### src/rtl/keyreg_pkg.sv
package keyreg_pkg;

  localparam int unsigned DW = 32;

  localparam logic [15:0] KEY_CLOSE = 16'h767B;
  localparam logic [15:0] KEY_OPEN  = 16'hDF0D;

  // word indices whose position carries behaviour
  localparam int W_CTRL   = 0;
  localparam int W_LOCK   = 1;
  localparam int W_UNLOCK = 2;
  localparam int W_STATUS = 3;

  typedef enum logic [2:0] {
    K_UNMAPPED,
    K_RW,
    K_RO,
    K_WO,
    K_OPEN
  } kind_e;

  typedef enum logic [3:0] {
    T_NONE,
    T_CTRL,
    T_LOCK,
    T_UNLOCK,
    T_STATUS,
    T_PLL,
    T_PLLSTS,
    T_BANK,
    T_RST,
    T_ID
  } tgt_e;

endpackage

### src/rtl/keyreg_decode.sv
module keyreg_decode
  import keyreg_pkg::*;
#(
  parameter int AW        = 10,
  parameter int PLL_BASE  = 'h40,
  parameter int NUM_PLL   = 3,
  parameter int BANK_BASE = 'h48,
  parameter int NUM_BANK  = 8,
  parameter int RST_WORD  = 'h80,
  parameter int ID_WORD   = 'h14C,
  parameter int IDX_W     = 3
) (
  input  logic [AW-1:0]    addr,
  output tgt_e             tgt,
  output kind_e            kind,
  output logic [IDX_W-1:0] idx
);

  localparam int PLLSTS_WORD = PLL_BASE + NUM_PLL;

  int a;

  always_comb begin
    a   = int'(addr);
    tgt = T_NONE;
    idx = '0;
    if (a == W_CTRL) begin
      tgt = T_CTRL;
    end else if (a == W_LOCK) begin
      tgt = T_LOCK;
    end else if (a == W_UNLOCK) begin
      tgt = T_UNLOCK;
    end else if (a == W_STATUS) begin
      tgt = T_STATUS;
    end else if (a >= PLL_BASE && a < PLL_BASE + NUM_PLL) begin
      tgt = T_PLL;
      idx = IDX_W'(a - PLL_BASE);
    end else if (a == PLLSTS_WORD) begin
      tgt = T_PLLSTS;
    end else if (a >= BANK_BASE && a < BANK_BASE + NUM_BANK) begin
      tgt = T_BANK;
      idx = IDX_W'(a - BANK_BASE);
    end else if (a == RST_WORD) begin
      tgt = T_RST;
    end else if (a == ID_WORD) begin
      tgt = T_ID;
    end
  end

  always_comb begin
    unique case (tgt)
      T_CTRL:                     kind = K_OPEN;
      T_LOCK, T_UNLOCK:           kind = K_WO;
      T_STATUS, T_PLLSTS, T_ID:   kind = K_RO;
      T_PLL, T_BANK, T_RST:       kind = K_RW;
      default:                    kind = K_UNMAPPED;
    endcase
  end

endmodule

### src/rtl/keyreg_lock.sv
module keyreg_lock
  import keyreg_pkg::*;
(
  input  logic        clk,
  input  logic        rst_n,
  input  logic        wr_en,
  input  tgt_e        tgt,
  input  logic [15:0] key,
  output logic        lock_q
);

  logic lock_d;

  always_comb begin
    lock_d = lock_q;
    if (wr_en && tgt == T_LOCK && key == KEY_CLOSE) begin
      lock_d = 1'b1;
    end else if (wr_en && tgt == T_UNLOCK && key == KEY_OPEN) begin
      lock_d = 1'b0;
    end
  end

  always_ff @(posedge clk or negedge rst_n) begin
    if (!rst_n) begin
      lock_q <= 1'b1;
    end else begin
      lock_q <= lock_d;
    end
  end

endmodule

### src/rtl/keyreg_store.sv
module keyreg_store
  import keyreg_pkg::*;
#(
  parameter int          NUM_PLL    = 3,
  parameter int          NUM_BANK   = 8,
  parameter int          IDX_W      = 3,
  parameter logic [31:0] PLL_RESET  = 32'h0001_A008,
  parameter logic [31:0] BANK_RESET = 32'h0000_0000
) (
  input  logic                          clk,
  input  logic                          rst_n,
  input  logic                          wr_ok,
  input  tgt_e                          tgt,
  input  logic [IDX_W-1:0]              idx,
  input  logic [DW-1:0]                 wr_data,
  output logic                          ctrl_q,
  output logic [NUM_PLL-1:0][DW-1:0]    pll_q,
  output logic [NUM_BANK-1:0][DW-1:0]   bank_q,
  output logic [DW-1:0]                 rstw_q
);

  logic          ctrl_en;
  logic          ctrl_d;
  logic          rstw_en;
  logic [DW-1:0] rstw_d;

  always_comb begin
    ctrl_en = wr_ok && tgt == T_CTRL;
    ctrl_d  = ctrl_en ? wr_data[0] : ctrl_q;
    rstw_en = wr_ok && tgt == T_RST;
    rstw_d  = rstw_en ? wr_data : rstw_q;
  end

  always_ff @(posedge clk or negedge rst_n) begin
    if (!rst_n) begin
      ctrl_q <= 1'b0;
      rstw_q <= '0;
    end else begin
      ctrl_q <= ctrl_d;
      rstw_q <= rstw_d;
    end
  end

  for (genvar g = 0; g < NUM_PLL; g++) begin : g_pll
    logic          en;
    logic [DW-1:0] d;
    always_comb begin
      en = wr_ok && tgt == T_PLL && idx == IDX_W'(g);
      d  = en ? wr_data : pll_q[g];
    end
    always_ff @(posedge clk or negedge rst_n) begin
      if (!rst_n) pll_q[g] <= PLL_RESET;
      else        pll_q[g] <= d;
    end
  end

  for (genvar g = 0; g < NUM_BANK; g++) begin : g_bank
    logic          en;
    logic [DW-1:0] d;
    always_comb begin
      en = wr_ok && tgt == T_BANK && idx == IDX_W'(g);
      d  = en ? wr_data : bank_q[g];
    end
    always_ff @(posedge clk or negedge rst_n) begin
      if (!rst_n) bank_q[g] <= BANK_RESET;
      else        bank_q[g] <= d;
    end
  end

endmodule

### src/rtl/keyreg_file.sv
module keyreg_file
  import keyreg_pkg::*;
#(
  parameter int          AW         = 10,
  parameter int          PLL_BASE   = 'h40,
  parameter int          NUM_PLL    = 3,
  parameter int          BANK_BASE  = 'h48,
  parameter int          NUM_BANK   = 8,
  parameter int          RST_WORD   = 'h80,
  parameter int          ID_WORD    = 'h14C,
  parameter logic [31:0] PLL_RESET  = 32'h0001_A008,
  parameter logic [31:0] PLL_STATUS = 32'h0000_003F,
  parameter logic [31:0] ID_CODE    = 32'h1A5C_0001
) (
  input  logic          clk,
  input  logic          rst_n,
  input  logic          wr_en,
  input  logic          rd_en,
  input  logic [AW-1:0] addr,
  input  logic [31:0]   wr_data,
  output logic [31:0]   rd_data,
  output logic          acc_err,
  output logic          sys_rst_req
);

  localparam int MAX_IDX = (NUM_BANK > NUM_PLL) ? NUM_BANK : NUM_PLL;
  localparam int IDX_W   = (MAX_IDX > 2) ? $clog2(MAX_IDX) : 1;

  tgt_e                        tgt;
  kind_e                       kind;
  logic [IDX_W-1:0]            idx;
  logic                        lock_flag;
  logic                        ctrl_q;
  logic [NUM_PLL-1:0][DW-1:0]  pll_q;
  logic [NUM_BANK-1:0][DW-1:0] bank_q;
  logic [DW-1:0]               rstw_q;

  logic          wr_ok;
  logic          err_d;
  logic          req_d;
  logic [DW-1:0] rd_mux;
  logic [DW-1:0] rd_d;

  keyreg_decode #(
    .AW(AW), .PLL_BASE(PLL_BASE), .NUM_PLL(NUM_PLL), .BANK_BASE(BANK_BASE),
    .NUM_BANK(NUM_BANK), .RST_WORD(RST_WORD), .ID_WORD(ID_WORD), .IDX_W(IDX_W)
  ) u_decode (
    .addr(addr),
    .tgt (tgt),
    .kind(kind),
    .idx (idx)
  );

  keyreg_lock u_lock (
    .clk   (clk),
    .rst_n (rst_n),
    .wr_en (wr_en),
    .tgt   (tgt),
    .key   (wr_data[15:0]),
    .lock_q(lock_flag)
  );

  keyreg_store #(
    .NUM_PLL(NUM_PLL), .NUM_BANK(NUM_BANK), .IDX_W(IDX_W),
    .PLL_RESET(PLL_RESET), .BANK_RESET(32'h0)
  ) u_store (
    .clk    (clk),
    .rst_n  (rst_n),
    .wr_ok  (wr_ok),
    .tgt    (tgt),
    .idx    (idx),
    .wr_data(wr_data),
    .ctrl_q (ctrl_q),
    .pll_q  (pll_q),
    .bank_q (bank_q),
    .rstw_q (rstw_q)
  );

  // write acceptance and access errors
  always_comb begin
    wr_ok = wr_en && ((kind == K_RW && !lock_flag) || kind == K_OPEN);
    err_d = (wr_en && (kind == K_RO || kind == K_UNMAPPED ||
                       (kind == K_RW && lock_flag)))
         || (rd_en && (kind == K_WO || kind == K_UNMAPPED));
    req_d = wr_ok && tgt == T_RST && wr_data[0];
  end

  // read selection from current (pre-write) state
  always_comb begin
    rd_mux = '0;
    unique case (tgt)
      T_CTRL:   rd_mux = {31'b0, ctrl_q};
      T_STATUS: rd_mux = {31'b0, lock_flag};
      T_PLL: begin
        for (int i = 0; i < NUM_PLL; i++) begin
          if (idx == IDX_W'(i)) rd_mux = pll_q[i];
        end
      end
      T_PLLSTS: rd_mux = PLL_STATUS;
      T_BANK: begin
        for (int i = 0; i < NUM_BANK; i++) begin
          if (idx == IDX_W'(i)) rd_mux = bank_q[i];
        end
      end
      T_RST:    rd_mux = rstw_q;
      T_ID:     rd_mux = ID_CODE;
      default:  rd_mux = '0;
    endcase
    rd_d = rd_en ? rd_mux : rd_data;
  end

  always_ff @(posedge clk or negedge rst_n) begin
    if (!rst_n) begin
      rd_data     <= '0;
      acc_err     <= 1'b0;
      sys_rst_req <= 1'b0;
    end else begin
      rd_data     <= rd_d;
      acc_err     <= err_d;
      sys_rst_req <= req_d;
    end
  end

endmodule

### config.mk
export PLATFORM = sky130hd
export DESIGN_NAME = keyreg_file
export DESIGN_NICKNAME = d
export VERILOG_FILES = /design/src/rtl/keyreg_pkg.sv /design/src/rtl/keyreg_decode.sv /design/src/rtl/keyreg_lock.sv /design/src/rtl/keyreg_store.sv /design/src/rtl/keyreg_file.sv
export SDC_FILE = /design/constraint.sdc
export NUM_CORES = 1
export LEC_CHECK = 0
export BUFFER_PORTS_ARGS = -buffer_cell sky130_fd_sc_hd__buf_2
export CAP_MARGIN = 20
export CORE_ASPECT_RATIO = 0.6
export CORE_UTILIZATION = 44
export DETAILED_ROUTE_END_ITERATION = 10
export PLACE_DENSITY_LB_ADDON = 0.08
export SKIP_LAST_GASP = 1
export SLEW_MARGIN = 30
export SYNTH_ARGS = -nofsm -noshare
export SYNTH_HDL_FRONTEND = slang
export SYNTH_HIERARCHICAL = 1
export SYNTH_SLANG_ARGS = --single-unit
### constraint.sdc
create_clock -name clk -period 2.6 [get_ports clk]
set_clock_uncertainty 0.15 [all_clocks]
set_input_delay 0.78 -clock clk [delete_from_list [all_inputs] [get_ports clk]]
set_output_delay 0.78 -clock clk [all_outputs]
set_load 0.05 [all_outputs]
==> key figures <==
Setup path
  • Critical path required time: 2880 ps
  • Worst setup SP type: primary input
  • CP max FO: 8
  • CP Capture Type: flip-flop
  • Worst Setup Path Type: in2reg
  • Crit path DAT: 3910 ps
  • Reg2Reg Depth: 12

Yosys
  • Largest family of logic cells by synthesized area: multiplexers
  • Synth warn: 6
  • Synth top area cells: dfrtp_1 51%, mux2_2 20%, mux2i_1 3.9%, mux2_1 2.5%, mux4_2 2.5%
  • Ys flop type: dfrtp_1
  • Synth Area in Compound Gates: 7.77%
  • XOR/XNOR Fraction of Synth Area: 0.0441%
  • Top-area cell type share of the netlist area: 51.2%
  • EDFF count, synth: 0
  • Leading area contributor after synthesis: dfrtp_1
  • Area share of fa/ha/maj cells after synthesis: 0.0504%
  • Number of library cell types mapped by synthesis: 66
  • Mux contribution to synthesized area: 28.6%
  • FF+latch count, synth: 420
  • Post-synthesis cell count: 1516
  • Syn Area/Cell: 13.1 um2
  • Async set or reset register ratio after synthesis: 100%
  • Post-synthesis simple-gate area fraction: 5.94%
  • Post-Syn Nets: 1562
  • Post-Syn Area: 19900 um2
  • Post-synthesis sequential area ratio: 53.0%

Final layout
  • Fillers: 3503
  • Most frequent cells in the layout: 407 x dfrtp_1, 217 x mux2_2, 144 x mux2_4
  • Share of cells above drive strength 1: 45.4%
  • Total Nets Final: 1752
  • Fin cells: 2320
  • Fin area: 25200 um2
  • Register area: 10500 um2
  • Most common cell after layout, fill and taps aside: dfrtp_1
  • Area growth syn-to-layout: 27.0%
  • Multi-input gate area: 9180 um2

STA
  • Final setup violation count: 419
  • RSZ-0062 raised after global routing: true
  • Fin. Hold Viols: 0
  • Worst-margin pin slew: 917 ps
  • Fmax: 275 MHz
  • Final Critical Period: 3630 ps
  • Final WS setup: -1030 ps
  • Setup TNS: -372250 ps
  • Crit share post-route: 140%
  • Slew Limit Fails: 0
  • Relative slew slack: 38.7%

Clocking
  • CTS tree: built
  • Clk buf depth: 3
  • CTS Buf Count: 42
  • Root buf cell: clkbuf_16
  • Clk slew on worst S/H paths: 60 ps
  • Clock latency at the later pin of the worst-skew pair: 550 ps
  • CTS HTree Levels: 2
  • Clk sinks: 420

Placement
  • I/O Buffers: 79
  • Placed Area: 22300 um2
  • Cell count after placement: 2202
  • Placer congestion estimate: 0.793
  • HPWL Detailed: 38800 um

Status
  • Violated checks: setup timing
  • Run status: finished, violations left

Floorplanning
  • Die Wd: 276 um
  • I/O Pins: 80
  • Total die area: 46100 um2
  • Starting Density: 45.3%
  • Core Rows: 59
  • Die height: 167 um
  • Core area: 43900 um2

Routing
  • Vias per cell: 5.98
  • Vias: 13900
  • # DRC: 0
  • WL per Instance: 28.0 um
  • DR iter-0 viols: 1125
  • WL final: 65000 um
  • Final ANT Viol Nets: 0
  • Drt pass-1 iters: 5

Power
  • Leakage: 11.6 nW
  • PwrDens: 539 nW/um2
  • Overall power: 0.0136 W
  • IR Drop Worst-Case VDD: 0.000386 V

Flow run
  • Max_cap viols: 0

Global routing
  • Largest net degree at the start of global routing: 57
  • Total track usage: 26.9%
  • First-pass GRT wire length: 93000 um
  • Vias in the first global route: 13800
  • Grt total ovfl: 0
  • Initial antenna violation count: 4

Min path
  • Worst hold path cell count: 1
  • Min-Delay Path Class: reg2reg
## Yosys cell counts, types with 13 or more instances
master / n
a21oi_1: 20
a22oi_1: 48
buf_2: 40
buf_4: 15
clkbuf_1: 63
dfrtp_1: 407
dfstp_2: 13
inv_1: 51
mux2_1: 45
mux2_2: 347
mux2i_1: 78
mux4_2: 22
nand2_1: 32
nor2_1: 68
nor3b_1: 34
o211ai_1: 16
o21ai_0: 17
o221ai_1: 29
o32ai_1: 30
## worst max-delay path, cell delays in order
cell,delay [ps]
buf_6,90
or4_4,530
or3_4,360
a221oi_4,240
buf_4,150
buf_4,100
inv_2,40
a21oi_2,140
nor3b_2,60
buf_4,140
buf_4,130
buf_6,110
nor4bb_4,140
buf_4,180
nand2_8,130
clkbuf_16,230
mux2_2,350
## per-layer routing
layer  wire length, um  track usage (%)  up-vias
met3              4890             5.95       72
li1                  -                -     5972
met1             32900             43.3     7366
met5                15                0        -
met2             26200             36.3      473
met4              1070             5.56        2
## flip-flops by register name, indices dropped and copies added, names as in the netlist
signal and flops:
acc_err 1, u_store/rstw_q 32, u_store/bank_q 256, sys_rst_req 1, rd_data 32, u_lock/lock_q 1, u_store/ctrl_q 1, u_store/pll_q 96
## final timing paths
check / startpoint / to / slack (ps)
min in group asynchronous: rst_n / u_store/bank_q[202] / 580
max in group asynchronous: rst_n / u_store/bank_q[76] / 930
setup / recovery: addr[7] / u_store/pll_q[0] / -1030
setup reg to reg: u_lock/lock_q / u_store/pll_q[76] / 100
hold / removal: u_store/bank_q[134] / u_store/bank_q[134] / 340
hold reg to reg: u_store/bank_q[134] / u_store/bank_q[134] / 340
## cell families (layout without fill, tap and decap cells)
group                    after synthesis  count (layout)
other                                  0               2
XOR/XNOR                               1               1
AO/OA/AOI/OAI                        200             200
multiplexers                         492             492
adder cells (fa/ha/maj)                1               1
flip-flops                           420             420
buffers and inverters                194             417
AND/OR/NAND/NOR                      208             208
## power by group
group	internal, W	switching, W	total, W
registers	0.00654	0.000000430	0.00654
logic	0.000121	0.000345	0.000467
clock network	0.00394	0.00266	0.00660
total	0.0106	0.00301	0.0136
## timing repair
item,CTS,global route
hold buffers,1,0
hold endpoints to repair,2,0
resized for setup,32,149
setup buffers,8,11
pin swaps,2,6
gates cloned,5,16
endpoints found under the setup margin,419,419
## cell type report
type	instances	share of cell area, %
sequential	420	41.7
antenna	2	0.0198
clock buffer	65	5.14
inverter	52	0.773
tap	579	2.87
clock inverter	12	0.773
timing repair buffer	288	12.4
multi-input combinational	902	36.4
## through the flow
stage / worst slack, ps / hold WS (ps) / util [%]
CTS: -919 / 341 / 55.0
global route: -1120 / 351 / 57.5
floorplan: -1380 / 307 / -
global placement: -1590 / 319 / 50.8
finish: -1030 / 339 / 57.5
detailed placement: -1600 / 326 / 50.8
No activity file was read; power rests on OpenSTA's default activity.
